$ cat config.mk
export PLATFORM = sky130hd
export DESIGN_NAME = btn_wake_ctrl
export DESIGN_NICKNAME = d
export VERILOG_FILES = /design/src/rtl/bw_pkg.sv /design/src/rtl/bw_press_stage.sv /design/src/rtl/bw_flag_bank.sv /design/src/rtl/bw_power_fsm.sv /design/src/rtl/btn_wake_ctrl.sv
export SDC_FILE = /design/constraint.sdc
export NUM_CORES = 1
export LEC_CHECK = 0
export BUFFER_PORTS_ARGS = -buffer_cell sky130_fd_sc_hd__buf_2
export CAP_MARGIN = 20
export CORE_UTILIZATION = 49
export CTS_BUF_LIST = sky130_fd_sc_hd__clkbuf_4 sky130_fd_sc_hd__clkbuf_8
export DETAILED_ROUTE_END_ITERATION = 6
export HOLD_SLACK_MARGIN = 0.12
export PLACE_DENSITY = 0.7
export SYNTH_ARGS = -nofsm -noshare
export SYNTH_HDL_FRONTEND = slang
export SYNTH_SLANG_ARGS = --single-unit
export TNS_END_PERCENT = 1
$ cat constraint.sdc
create_clock -name clk -period 3.27 [get_ports clk]
set_clock_uncertainty 0.05 [all_clocks]
set_input_delay 0.8175 -clock clk [delete_from_list [all_inputs] [get_ports clk]]
set_output_delay 0.8175 -clock clk [all_outputs]
set_load 0.05 [all_outputs]
$ cat src/rtl/bw_pkg.sv
`timescale 1ns/1ps
package bw_pkg;
  typedef enum logic [1:0] {
    PS_ON    = 2'd0,
    PS_SHIP  = 2'd1,
    PS_CYCLE = 2'd2
  } pwr_st_e;

  typedef enum logic [1:0] {
    ACT_NONE  = 2'd0,
    ACT_SHIP  = 2'd1,
    ACT_CYCLE = 2'd2,
    ACT_RSVD  = 2'd3
  } lp_act_e;

  localparam int NUM_TMR  = 4;
  localparam int NUM_FLAG = 3;
  localparam int TI_WAKE1 = 0;
  localparam int TI_WAKE2 = 1;
  localparam int TI_WARN  = 2;
  localparam int TI_LONG  = 3;
endpackage

$ cat src/rtl/bw_press_stage.sv
`timescale 1ns/1ps
module bw_press_stage #(
  parameter int TW = 8
) (
  input  logic          clk,
  input  logic          rst_n,
  input  logic          pressed,
  input  logic          step,
  input  logic [TW-1:0] cnt_nxt,
  input  logic [TW-1:0] dur_in,
  output logic          hit
);
  logic [TW-1:0] dur_q;
  logic          done_q;

  // a duration of zero never matches because cnt_nxt is at least 1
  assign hit = step && !done_q && (cnt_nxt == dur_q);

  always_ff @(posedge clk) begin
    if (!rst_n) begin
      dur_q  <= '0;
      done_q <= 1'b0;
    end else begin
      if (!pressed || done_q) dur_q <= dur_in;
      if (!pressed)           done_q <= 1'b0;
      else if (hit)           done_q <= 1'b1;
    end
  end
endmodule

$ cat src/rtl/bw_flag_bank.sv
`timescale 1ns/1ps
module bw_flag_bank #(
  parameter int N = 3
) (
  input  logic         clk,
  input  logic         rst_n,
  input  logic [N-1:0] ev,
  input  logic [N-1:0] clr,
  output logic [N-1:0] flags,
  output logic         irq
);
  logic [N-1:0] flags_q;
  logic         irq_q;

  always_ff @(posedge clk) begin
    if (!rst_n) begin
      flags_q <= '0;
      irq_q   <= 1'b0;
    end else begin
      flags_q <= (flags_q & ~clr) | ev;
      irq_q   <= |(ev & ~flags_q);
    end
  end

  assign flags = flags_q;
  assign irq   = irq_q;
endmodule

$ cat src/rtl/bw_power_fsm.sv
`timescale 1ns/1ps
module bw_power_fsm
  import bw_pkg::*;
#(
  parameter int CYCLE_TICKS = 4
) (
  input  logic    clk,
  input  logic    rst_n,
  input  logic    tick,
  input  logic    vin_ok,
  input  logic    ev_w1,
  input  logic    ev_lp,
  input  lp_act_e act,
  output pwr_st_e state,
  output logic    exit_ship
);
  localparam int CW = $clog2(CYCLE_TICKS) + 1;
  localparam logic [CW-1:0] CYC_LAST = CW'(CYCLE_TICKS - 1);

  pwr_st_e       state_q;
  logic [CW-1:0] cyc_q;

  assign exit_ship = (state_q == PS_SHIP) && (vin_ok || ev_w1);
  assign state     = state_q;

  always_ff @(posedge clk) begin
    if (!rst_n) begin
      state_q <= PS_ON;
      cyc_q   <= '0;
    end else begin
      unique case (state_q)
        PS_ON: begin
          if (ev_lp && act == ACT_SHIP) state_q <= PS_SHIP;
          else if (ev_lp && act == ACT_CYCLE) begin
            state_q <= PS_CYCLE;
            cyc_q   <= '0;
          end
        end
        PS_SHIP: if (exit_ship) state_q <= PS_ON;
        PS_CYCLE: begin
          if (tick) begin
            if (cyc_q == CYC_LAST) state_q <= PS_ON;
            else                   cyc_q   <= cyc_q + 1'b1;
          end
        end
        default: state_q <= PS_ON;
      endcase
    end
  end
endmodule

$ cat src/rtl/btn_wake_ctrl.sv
`timescale 1ns/1ps
module btn_wake_ctrl
  import bw_pkg::*;
#(
  parameter int TW          = 8,
  parameter int CYCLE_TICKS = 4
) (
  input  logic          clk,
  input  logic          rst_n,
  input  logic          tick,
  input  logic          btn_n,
  input  logic          batt_ok,
  input  logic          vin_ok,
  input  logic          reg_cfg_en,
  input  logic [TW-1:0] wake1_dur,
  input  logic [TW-1:0] wake2_dur,
  input  logic [TW-1:0] lpress_dur,
  input  logic [TW-1:0] warn_lead,
  input  logic [1:0]    lpress_act,
  input  logic [2:0]    flag_clr,
  output logic [2:0]    flags,
  output logic          irq,
  output logic          rail_en,
  output logic          reg_en,
  output logic          in_ship
);
  localparam logic [TW-1:0] CNT_MAX = '1;

  // warning point: lead before the long press, at least one tick, none if disabled
  function automatic logic [TW-1:0] warn_point(input logic [TW-1:0] lp,
                                               input logic [TW-1:0] lead);
    if (lp == '0)        return '0;
    else if (lp > lead)  return lp - lead;
    else                 return TW'(1);
  endfunction

  // named internal events, used by the bound checker
  logic          pressed;
  logic          armed_q;
  logic [TW-1:0] cnt_q;
  logic [TW-1:0] cnt_nxt;
  logic          step;
  logic          ev_w1, ev_w2, ev_warn, ev_lp;
  logic          exit_ship;
  lp_act_e       act_q;
  pwr_st_e       state;
  logic [TW-1:0] dur_vec [NUM_TMR];
  logic [NUM_TMR-1:0] hit;

  assign pressed = !btn_n && batt_ok;
  assign step    = pressed && armed_q && tick && (cnt_q != CNT_MAX);
  assign cnt_nxt = cnt_q + 1'b1;

  assign dur_vec[TI_WAKE1] = wake1_dur;
  assign dur_vec[TI_WAKE2] = wake2_dur;
  assign dur_vec[TI_WARN]  = warn_point(lpress_dur, warn_lead);
  assign dur_vec[TI_LONG]  = lpress_dur;

  for (genvar g = 0; g < NUM_TMR; g++) begin : g_stage
    bw_press_stage #(.TW(TW)) u_stage (
      .clk    (clk),
      .rst_n  (rst_n),
      .pressed(pressed),
      .step   (step),
      .cnt_nxt(cnt_nxt),
      .dur_in (dur_vec[g]),
      .hit    (hit[g])
    );
  end

  assign ev_w1   = hit[TI_WAKE1] && (state != PS_CYCLE);
  assign ev_w2   = hit[TI_WAKE2] && (state == PS_ON);
  assign ev_warn = hit[TI_WARN]  && (state == PS_ON);
  assign ev_lp   = hit[TI_LONG]  && (state == PS_ON);

  always_ff @(posedge clk) begin
    if (!rst_n) begin
      cnt_q   <= '0;
      armed_q <= 1'b1;
      act_q   <= ACT_NONE;
    end else begin
      if (!pressed)  cnt_q <= '0;
      else if (step) cnt_q <= cnt_nxt;

      if (!pressed)                  armed_q <= 1'b1;
      else if (exit_ship || ev_lp)   armed_q <= 1'b0;

      if (!pressed || lp_act_e'(lpress_act) != ACT_CYCLE)
        act_q <= lp_act_e'(lpress_act);
    end
  end

  bw_power_fsm #(.CYCLE_TICKS(CYCLE_TICKS)) u_fsm (
    .clk      (clk),
    .rst_n    (rst_n),
    .tick     (tick),
    .vin_ok   (vin_ok),
    .ev_w1    (ev_w1),
    .ev_lp    (ev_lp),
    .act      (act_q),
    .state    (state),
    .exit_ship(exit_ship)
  );

  bw_flag_bank #(.N(NUM_FLAG)) u_flags (
    .clk  (clk),
    .rst_n(rst_n),
    .ev   ({ev_warn, ev_w2, ev_w1}),
    .clr  (flag_clr),
    .flags(flags),
    .irq  (irq)
  );

  assign rail_en = (state == PS_ON);
  assign reg_en  = rail_en && reg_cfg_en;
  assign in_ship = (state == PS_SHIP);
endmodule

==> run summary, run 1 <==
Reg-to-reg setup timing slack: 0.65 ns
Avg Cell Area, Syn: 8.50 um^2
DR pass1 iterations: 4
Syn Nets: 464
Vias per cell: 5.56
Maximum clock frequency: 0.357 GHz
Worst slew pin tran: 0.647 ns
First-pass GRT wire length: 12800 um
Layout cells sized above 1: 16.0%
ANT cells: 0
Final nets: 500
I/O Pins: 51
Max-Cap Viols: 0
Final Hold Vio Count: 0
Worst reg2reg path depth: 8
Fin crit share: 85.7%
Hold EP: g_stage[1].u_stage.dur_q[3]$_SDFFE_PN0P_
Synth Warn #: 0
Ys flop type: dfxtp_1
Worst-path clk slew: 0.09 ns
Worst EP required: 3.43 ns
Root Buffer: clkbuf_8
Distinct cells, synth: 56
TNS Setup: 0 ns
Seq pwr share: 51.9%
Hold Startpoint: g_stage[1].u_stage.dur_q[3]$_SDFFE_PN0P_
RSZ-0062 raised after global routing: no
CTS buffer count: 5
Int Pwr: 1060 uW
Fin. max-slew vios: 0
# fillers: 665
CTS sink cnt: 56
Critical Path Fanout Max: 7
Critical path launch point type: input pin
Avg WL per Cell: 14.2 um
DRT iter0 DRCs: 209
Layout area overhead: 11.0%
Overall power: 1410 uW
Die Wd: 86.1 um
Largest net degree at the start of global routing: 43
Reg-to-Reg End: u_flags.flags[2]$_SDFF_PN0_
Arrival time worst endpoint: 2.96 ns
Area leader, netlist: dfxtp_1
Hpwl dp: 5830 um
#FFs+latches synth: 56
Synth top cells by count: 56 x dfxtp_1, 32 x o21ai_0, 30 x nand2_1
# rows: 30
Worst hold path class: reg -> reg
Synth top area cells: dfxtp_1 32%, a21boi_0 5.6%, o21ai_0 4.6%
Die ar.: 0.00742 mm^2
Hold Path Stages: 2
H-tree Lvls: 2
# Post-CTS Setup Buffers: 0
Drt drc: 0
Chip height: 86.1 um
Asr flop ratio synth: 0%
GP Congestion: 0.889
Leak pwr: 0.00155 uW
Psw: 358 uW
Final setup fails: 0
Total grt overflow: 0
Post-synth top area share: 32.3%
Tot GR Track Use: 21.8%
Clock Latency Late Sink: 0.31 ns
Switching Fraction: 25.3%
Reg-to-reg startpoint: cnt_q[1]$_SDFFE_PN0N_
IO buf count: 50
Initial antenna violation count: 0
Status: finished, final reports clean
Post-synthesis sequential area ratio: 32.3%
EDFF count, synth: 0
Synthesized instance count: 408
Clk buf depth: 2
Clock power frac: 32.4%
Final min period: 2.80 ns
WS Path Type: in -> reg
CTS tree: yes
Combinational power share: 15.7%
Vias in the first global route: 2773
Final WL: 7670 um
Hold-fix buffers, CTS: 0
Starting Density: 50.8%
Worst vdd ir: 0.000199 V
Cell Area, Synth: 0.00347 mm^2
Final ANT Viol Nets: 0
CTS resizes: 0
Worst setup EP type: flip-flop
Via count: 3007
Core ar.: 0.00683 mm^2
Most frequent cell after synthesis: dfxtp_1
Power per Cell Area: 367 mW/mm^2
Worst slew margin: 56.7%
==> worst max-delay path: stages <==
cell and delay (ns):
buf_2 0.11, inv_1 0.07, ha_1 0.18, inv_1 0.06, fa_1 0.40, a21o_1 0.17, a21oi_1 0.26, o21ai_1 0.13
a211o_1 0.31, and3_1 0.22, a22oi_1 0.16, nor2b_1 0.06
==> layout by cell type (no fill, tap or decap), drive strengths merged, types with 10 or more instances in the layout <==
| master | Yosys | layout |
|---|---|---|
| a21boi | 26 | 26 |
| a21oi | 18 | 18 |
| a22oi | 13 | 13 |
| buf | 11 | 55 |
| dfxtp | 56 | 56 |
| ha | 11 | 11 |
| inv | 24 | 24 |
| nand2 | 30 | 30 |
| nand3 | 10 | 10 |
| nor2 | 27 | 27 |
| nor2b | 14 | 14 |
| nor3 | 10 | 10 |
| o21ai | 34 | 34 |
| xnor2 | 14 | 14 |
| xor2 | 12 | 12 |
==> cell families after synthesis <==
kind of cell | Yosys count | synth area share (%)
xor gates and xnor gates | 35 | 13.1
buffers and inverters | 50 | 6.57
muxes | 1 | 0.289
DFF | 56 | 32.3
and+or+nand+nor | 136 | 21.3
adders and majority gates | 12 | 4.55
AOI/OAI and AO/OA | 118 | 21.9
==> area by class of cell <==
class | instances | area [um^2] | area share, %
multi-input cells | 302 | 2120 | 55.1
flip-flops and latches | 56 | 1120 | 29.1
inverters | 24 | 90.1 | 2.34
repair buffers | 55 | 288 | 7.47
clock buffers | 6 | 76.3 | 1.98
clock inverters | 2 | 35.0 | 0.910
well taps | 96 | 120 | 3.12
==> layer usage <==
metal  global-route usage [%]  part of all wire (%)
met1                     27.9                    46
met2                     37.5                    48
met3                     2.98                   4.1
met4                     7.88                   2.2
met5                        0                     0
==> flip-flops by register name (all words and copies together) (netlist names) <==
name and flops:
u_fsm.state 2, armed_q 1, act_q 2, g_stage.u_stage.dur_q 32
u_flags.flags 3, u_flags.irq 1, u_fsm.cyc_q 3, cnt_q 8
g_stage.u_stage.done_q 4
==> worst max-delay path by stage <==
stage / depth (start not counted) / from / slack, ns / end
after floorplan: 12 / lpress_dur[0] / 0.40 / g_stage[2].u_stage.dur_q[7]$_SDFFE_PN0P_
after global placement: 12 / lpress_dur[0] / 0.25 / g_stage[2].u_stage.dur_q[1]$_SDFFE_PN0P_
after detailed placement: 12 / lpress_dur[0] / 0.16 / g_stage[2].u_stage.dur_q[7]$_SDFFE_PN0P_
after CTS: 12 / lpress_dur[0] / 0.50 / g_stage[2].u_stage.dur_q[2]$_SDFFE_PN0P_
after global routing: 12 / lpress_dur[0] / 0.32 / g_stage[2].u_stage.dur_q[4]$_SDFFE_PN0P_
final: 12 / lpress_dur[0] / 0.47 / g_stage[2].u_stage.dur_q[4]$_SDFFE_PN0P_
==> power groups by stage <==
stage / Clock (uW) / Sequential, uW / Combinational (uW)
3_3_place_gp: 0 / 749 / 217
6_report: 458 / 734 / 222
2_1_floorplan: 0 / 744 / 156
3_5_place_dp: 0 / 750 / 221
5_1_grt: 497 / 738 / 247
4_1_cts: 471 / 734 / 222
==> stage by stage <==
stage	cell area, um^2	worst slack [ns]	instances	utilization, %	hold WS, ns
6_report	3850	0.469	541	56.4	0.425
4_1_cts	3850	0.497	541	56.4	0.432
5_1_grt	3850	0.317	541	56.4	0.447
3_3_place_gp	3740	0.245	533	54.7	0.410
2_1_floorplan	3470	0.400	408	-	0.390
3_5_place_dp	3740	0.160	533	54.7	0.417
No activity file was read; power rests on OpenSTA's default activity.
==> run 2, diff against run 1 <==
--- a/config.mk
+++ b/config.mk
@@ -7,11 +7,13 @@
 export LEC_CHECK = 0
 export BUFFER_PORTS_ARGS = -buffer_cell sky130_fd_sc_hd__buf_2
 export CAP_MARGIN = 20
-export CORE_UTILIZATION = 49
+export CELL_PAD_IN_SITES_DETAIL_PLACEMENT = 2
+export CELL_PAD_IN_SITES_GLOBAL_PLACEMENT = 2
+export CORE_UTILIZATION = 36
 export CTS_BUF_LIST = sky130_fd_sc_hd__clkbuf_4 sky130_fd_sc_hd__clkbuf_8
 export DETAILED_ROUTE_END_ITERATION = 6
 export HOLD_SLACK_MARGIN = 0.12
-export PLACE_DENSITY = 0.7
+export PLACE_DENSITY_LB_ADDON = 0.1
 export SYNTH_ARGS = -nofsm -noshare
 export SYNTH_HDL_FRONTEND = slang
 export SYNTH_SLANG_ARGS = --single-unit
==> run summary, run 2 (synthesis results as in run 1) <==
Placed Area: 0.00378 mm^2 (was 0.00374 mm^2)
Status: finished, final reports clean (unchanged)
Vias per cell: 5.28 (was 5.56)
Final min period: 2.87 ns (was 2.80 ns)
Tot GR Track Use: 20.6% (was 21.8%)
Top reg by flops: g_stage.u_stage.dur_q (unchanged)
Footprint of the multi-input gates: 0.00212 mm^2 (unchanged)
Layout cells sized above 1: 16.0% (unchanged)
Hold-fix buffers, CTS: 0 (unchanged)
# fillers: 1098 (was 665)
Max reg flops: 32 (unchanged)
Largest net degree at the start of global routing: 43 (unchanged)
# Post-CTS Setup Buffers: 0 (unchanged)
Reg area: 0.00112 mm^2 (unchanged)
I/O Pins: 51 (unchanged)
Worst EP required: 3.42 ns (was 3.43 ns)
Worst slew pin tran: 0.684 ns (was 0.647 ns)
# rows: 35 (was 30)
Maximum clock frequency: 0.348 GHz (was 0.357 GHz)
ANT cells: 0 (unchanged)
Critical Path Fanout Max: 7 (unchanged)
CTS resizes: 0 (unchanged)
Worst setup EP type: flip-flop (unchanged)
Total grt overflow: 0 (unchanged)
Worst-path clk slew: 0.10 ns (was 0.09 ns)
Reg-to-reg setup timing slack: 0.53 ns (was 0.65 ns)
Hold EP: g_stage[1].u_stage.dur_q[3]$_SDFFE_PN0P_ (unchanged)
Overall power: 1360 uW (was 1410 uW)
First-pass GRT wire length: 16300 um (was 12800 um)
Fin crit share: 87.8% (was 85.7%)
Layout area overhead: 11.6% (was 11.0%)
Hold Startpoint: g_stage[1].u_stage.dur_q[3]$_SDFFE_PN0P_ (unchanged)
Final Hold Vio Count: 0 (unchanged)
Via count: 3033 (was 3007)
Core ar.: 0.00928 mm^2 (was 0.00683 mm^2)
Die Wd: 100 um (was 86.1 um)
Drt drc: 0 (unchanged)
Worst vdd ir: 0.000171 V (was 0.000199 V)
Final ANT Viol Nets: 0 (unchanged)
Final setup fails: 0 (unchanged)
CTS sink cnt: 56 (unchanged)
Power per Cell Area: 352 mW/mm^2 (was 367 mW/mm^2)
Final nets: 500 (unchanged)
Reg-to-Reg End: u_flags.flags[2]$_SDFF_PN0_ (unchanged)
Clk buf depth: 2 (unchanged)
Arrival time worst endpoint: 3.02 ns (was 2.96 ns)
Commonest non-fill, non-tap cell in the layout: dfxtp_1 (unchanged)
Reg-to-reg startpoint: cnt_q[1]$_SDFFE_PN0N_ (unchanged)
Worst reg2reg path depth: 8 (unchanged)
Critical path launch point type: input pin (unchanged)
Pre-CTS WS: 0.106 ns (was 0.160 ns)
RSZ-0062 raised after global routing: no (unchanged)
Post-route design area: 0.00387 mm^2 (was 0.00385 mm^2)
Fin. max-slew vios: 0 (unchanged)
Chip height: 100 um (was 86.1 um)
Max-Cap Viols: 0 (unchanged)
Avg WL per Cell: 16.9 um (was 14.2 um)
Worst slew margin: 54.2% (was 56.7%)
Final WL: 9710 um (was 7670 um)
Commonest cells after routing, fill and taps aside: 56 x dfxtp_1, 50 x buf_2, 32 x o21ai_0, 30 x nand2_1, 27 x nor2_1 (unchanged)
Initial antenna violation count: 0 (unchanged)
WS Path Type: in -> reg (unchanged)
H-tree Lvls: 2 (unchanged)
Worst setup margin: 0.398 ns (was 0.469 ns)
Starting Density: 37.4% (was 50.8%)
CTS tree: yes (unchanged)
Hold_ws: 0.423 ns (was 0.425 ns)
DR pass1 iterations: 4 (unchanged)
Root Buffer: clkbuf_8 (unchanged)
Leak pwr: 0.00154 uW (was 0.00155 uW)
DRT iter0 DRCs: 43 (was 209)
Die ar.: 0.0100 mm^2 (was 0.00742 mm^2)
GP Congestion: 0.794 (was 0.889)
Worst hold path class: reg -> reg (unchanged)
Vias in the first global route: 3262 (was 2773)
TNS Setup: 0 ns (unchanged)
Hold Path Stages: 2 (unchanged)
Clock Latency Late Sink: 0.31 ns (about the same)
CTS buffer count: 5 (unchanged)
Hpwl dp: 7720 um (was 5830 um)
IO buf count: 50 (unchanged)
Top Registers: g_stage.u_stage.dur_q x32, cnt_q x8, g_stage.u_stage.done_q x4 (unchanged)
-- run 2: through the flow --
step | utilization [%] | cells
final | 41.7 | 574
after global routing | 41.7 | 574
after CTS | 41.7 | 574
after detailed placement | 40.7 | 566
after global placement | 40.7 | 566
after floorplan | - | 408
-- run 2: power breakdown --
group | leakage [uW] | switching (uW) | internal [uW]
Combinational | 0.00103 | 123 | 110
Sequential | 0.000458 | 25.2 | 710
Clock | 0.0000485 | 240 | 154
Total | 0.00154 | 388 | 975
-- run 2: area by class of cell --
cell class	count	share of cell area, %
Clock buffer	5	1.78
Multi-Input combinational cell	302	54.8
Tap cell	129	4.17
Clock inverter	3	0.582
Timing Repair Buffer	55	7.43
Sequential cell	56	29.0
Inverter	24	2.33
-- run 2: routing by layer --
metal	wire length (um)	track usage [%]	part of all wire (%)
met5	0	0	0
met4	69	4.12	0.71
met3	256	2.79	2.6
met2	4690	36.1	48
met1	4700	27.1	48
-- run 2: critical path, stage by stage --
cell and delay [ns]:
buf_2 0.10, inv_1 0.07, ha_1 0.17, inv_1 0.06
fa_1 0.40, a21o_1 0.17, a21oi_1 0.27, o21ai_1 0.13
a211o_1 0.33, and3_1 0.23, a22oi_1 0.20, nor2b_1 0.07
-- run 2: worst max path at each step --
stage	start	to	slack, ns	cells past startpoint
detailed placement	lpress_dur[0]	g_stage[2].u_stage.dur_q[2]$_SDFFE_PN0P_	0.11	12
CTS	lpress_dur[0]	g_stage[2].u_stage.dur_q[4]$_SDFFE_PN0P_	0.40	12
floorplan	lpress_dur[0]	g_stage[2].u_stage.dur_q[7]$_SDFFE_PN0P_	0.40	12
global placement	lpress_dur[0]	g_stage[2].u_stage.dur_q[2]$_SDFFE_PN0P_	0.23	12
global route	lpress_dur[0]	g_stage[2].u_stage.dur_q[7]$_SDFFE_PN0P_	0.24	12
finish	lpress_dur[0]	g_stage[2].u_stage.dur_q[4]$_SDFFE_PN0P_	0.40	12
==> run 3, diff against run 2 <==
--- a/config.mk
+++ b/config.mk
@@ -9,7 +9,7 @@
 export CAP_MARGIN = 20
 export CELL_PAD_IN_SITES_DETAIL_PLACEMENT = 2
 export CELL_PAD_IN_SITES_GLOBAL_PLACEMENT = 2
-export CORE_UTILIZATION = 36
+export CORE_UTILIZATION = 32
 export CTS_BUF_LIST = sky130_fd_sc_hd__clkbuf_4 sky130_fd_sc_hd__clkbuf_8
 export DETAILED_ROUTE_END_ITERATION = 6
 export HOLD_SLACK_MARGIN = 0.12
==> constraint.sdc (replaced) <==
create_clock -name clk -period 2.5 [get_ports clk]
set_clock_uncertainty 0.05 [all_clocks]
set_input_delay 0.625 -clock clk [delete_from_list [all_inputs] [get_ports clk]]
set_output_delay 0.625 -clock clk [all_outputs]
set_load 0.05 [all_outputs]
==> run summary, run 3 (synthesis results as in run 1) <==
Status: finished, final reports clean (unchanged)
Worst hold path class: reg -> reg (unchanged)
Root Buffer: clkbuf_8 (unchanged)
Arrival time worst endpoint: 2.52 ns (was 3.02 ns)
Tot GR Track Use: 20.0% (was 20.6%)
Top Registers: g_stage.u_stage.dur_q x32, cnt_q x8, g_stage.u_stage.done_q x4 (unchanged)
Final Hold Vio Count: 0 (unchanged)
Critical Path Fanout Max: 7 (unchanged)
DRT iter0 DRCs: 80 (was 43)
Total grt overflow: 0 (unchanged)
Final ANT Viol Nets: 0 (unchanged)
Commonest cells after routing, fill and taps aside: 56 x dfxtp_1, 50 x buf_2, 32 x o21ai_0, 30 x nand2_1, 27 x nor2_1 (unchanged)
Worst vdd ir: 0.000225 V (was 0.000171 V)
Clk buf depth: 2 (unchanged)
GP Congestion: 0.849 (was 0.794)
Fin. max-slew vios: 0 (unchanged)
Die Wd: 106 um (was 100 um)
Worst slew margin: 62.8% (was 54.2%)
CTS tree: yes (unchanged)
TNS Setup: 0 ns (unchanged)
Via count: 3137 (was 3033)
CTS buffer count: 5 (unchanged)
Hold-fix buffers, CTS: 0 (unchanged)
Fin crit share: 94.8%
Hold EP: g_stage[0].u_stage.dur_q[6]$_SDFFE_PN0P_ (was g_stage[1].u_stage.dur_q[3]$_SDFFE_PN0P_)
Largest net degree at the start of global routing: 43 (unchanged)
Hold Startpoint: g_stage[0].u_stage.dur_q[6]$_SDFFE_PN0P_ (was g_stage[1].u_stage.dur_q[3]$_SDFFE_PN0P_)
Reg-to-reg setup timing slack: 0.17 ns (was 0.53 ns)
Worst setup EP type: flip-flop (unchanged)
CTS sink cnt: 56 (unchanged)
Drt drc: 0 (unchanged)
# rows: 37 (was 35)
Starting Density: 33.3% (was 37.4%)
First-pass GRT wire length: 17700 um (was 16300 um)
IO buf count: 50 (unchanged)
Max-Cap Viols: 0 (unchanged)
Chip height: 106 um (was 100 um)
ANT cells: 0 (unchanged)
Vias per cell: 5.22 (was 5.28)
Seq pwr share: 53.5% (was 54.0%)
Clock Latency Late Sink: 0.31 ns (about the same)
Critical path startpoint: lpress_dur[0] (unchanged)
GR Util met1: 26.4% (was 27.1%)
Pre-CTS WS: -0.258 ns (was 0.106 ns)
Layout cells sized above 1: 21.3% (was 16.0%)
# Post-CTS Setup Buffers: 0 (unchanged)
Top reg by flops: g_stage.u_stage.dur_q (unchanged)
Commonest non-fill, non-tap cell in the layout: dfxtp_1 (unchanged)
Max reg flops: 32 (unchanged)
Layout area overhead: 17.5% (was 11.6%)
Final setup fails: 0 (unchanged)
Most Crowded Layer GR: met2 (unchanged)
Clock power frac: 27.8% (was 28.9%)
Final nets: 521 (was 500)
Final min period: 2.37 ns
Combinational power share: 18.7% (was 17.1%)
Die ar.: 0.0113 mm^2 (was 0.0100 mm^2)
Psw: 514 uW (was 388 uW)
Hpwl dp: 8410 um (was 7720 um)
Switching Fraction: 28.6% (was 28.5%)
Worst reg2reg path depth: 8 (unchanged)
Avg WL per Cell: 17.7 um (was 16.9 um)
Power per Cell Area: 441 mW/mm^2 (was 352 mW/mm^2)
Int Pwr: 1280 uW (was 975 uW)
Critical path launch point type: input pin (unchanged)
H-tree Lvls: 2 (unchanged)
Hold_ws: 0.433 ns (was 0.423 ns)
Worst EP required: 2.65 ns (was 3.42 ns)
# fillers: 1230 (was 1098)
Final WL: 10600 um (was 9710 um)
Core ar.: 0.0104 mm^2 (was 0.00928 mm^2)
Reg-to-Reg End: u_fsm.state[0]$_SDFFE_PN0P_ (was u_flags.flags[2]$_SDFF_PN0_)
Worst setup margin: 0.129 ns (was 0.398 ns)
DR pass1 iterations: 4 (unchanged)
Met2 GRT Util: 35.6% (was 36.1%)
Initial antenna violation count: 0 (unchanged)
Worst slew pin tran: 0.557 ns (was 0.684 ns)
Vias in the first global route: 3435 (was 3262)
Met3 GRT Util: 1.90% (was 2.79%)
Maximum clock frequency: 0.422 GHz
RSZ-0062 raised after global routing: no (unchanged)
Worst-path clk slew: 0.11 ns (was 0.10 ns)
Leak pwr: 0.00164 uW (was 0.00154 uW)
WS Path Type: in -> reg (unchanged)
Reg-to-reg startpoint: cnt_q[0]$_SDFFE_PN0N_ (was cnt_q[1]$_SDFFE_PN0N_)
I/O Pins: 51 (unchanged)
Hold Path Stages: 2 (unchanged)
run 3: area by class of cell:
cell class,instances,area [um^2],area share (%)
sequential,56,1120,27.5
multi-input combinational,302,2150,52.9
clock buffer,5,68.8,1.69
clock inverter,2,12.5,0.307
timing repair buffer,76,445,10.9
tap,136,170,4.18
inverter,24,103,2.52
run 3: metrics by stage:
| step | instances | util [%] | cell area [um^2] | power, uW |
|---|---|---|---|---|
| 4_1_cts | 601 | 39.0 | 4060 | 1820 |
| 3_3_place_gp | 594 | 38.2 | 3980 | 1300 |
| 2_1_floorplan | 408 | - | 3500 | 1180 |
| 3_5_place_dp | 594 | 38.2 | 3980 | 1320 |
| 6_report | 601 | 39.1 | 4080 | 1800 |
| 5_1_grt | 601 | 39.1 | 4080 | 1890 |
run 3: how the worst max path moves through the flow:
| stage | to | slack, ns |
|---|---|---|
| 3_5_place_dp | g_stage[2].u_stage.dur_q[4]$_SDFFE_PN0P_ | -0.26 |
| 3_3_place_gp | g_stage[2].u_stage.dur_q[4]$_SDFFE_PN0P_ | -0.21 |
| 2_1_floorplan | g_stage[2].u_stage.dur_q[4]$_SDFFE_PN0P_ | -0.03 |
| 6_report | g_stage[2].u_stage.dur_q[7]$_SDFFE_PN0P_ | 0.13 |
| 4_1_cts | u_flags.flags[2]$_SDFF_PN0_ | 0.06 |
| 5_1_grt | armed_q$_SDFFE_PN1P_ | 0.01 |
run 3: power by group through the flow:
stage | logic (uW) | clock network, uW | registers (uW)
2_1_floorplan | 209 | 0 | 973
3_3_place_gp | 323 | 0 | 982
3_5_place_dp | 335 | 0 | 983
4_1_cts | 337 | 519 | 963
5_1_grt | 374 | 550 | 967
6_report | 337 | 500 | 961
run 3: what timing repair did:
item / in CTS / in global routing
endpoints found under the hold margin: 0 / 0
resized for setup: 0 / 4
endpoints found under the setup margin: 0 / 9
run 3: per-layer routing:
layer	share of wire, %	up-vias
li1	-	1548
met1	49	1549
met5	0	-
met2	49	35
met3	1.7	5
met4	0.54	0
run 3: critical path, cell delays in order:
cell	delay, ns
buf_2	0.15
inv_12	0.06
ha_4	0.12
inv_2	0.04
fa_2	0.40
a21o_1	0.20
a21oi_2	0.14
o21ai_1	0.10
a211o_1	0.29
and3_4	0.18
a22oi_1	0.15
nor2b_1	0.07
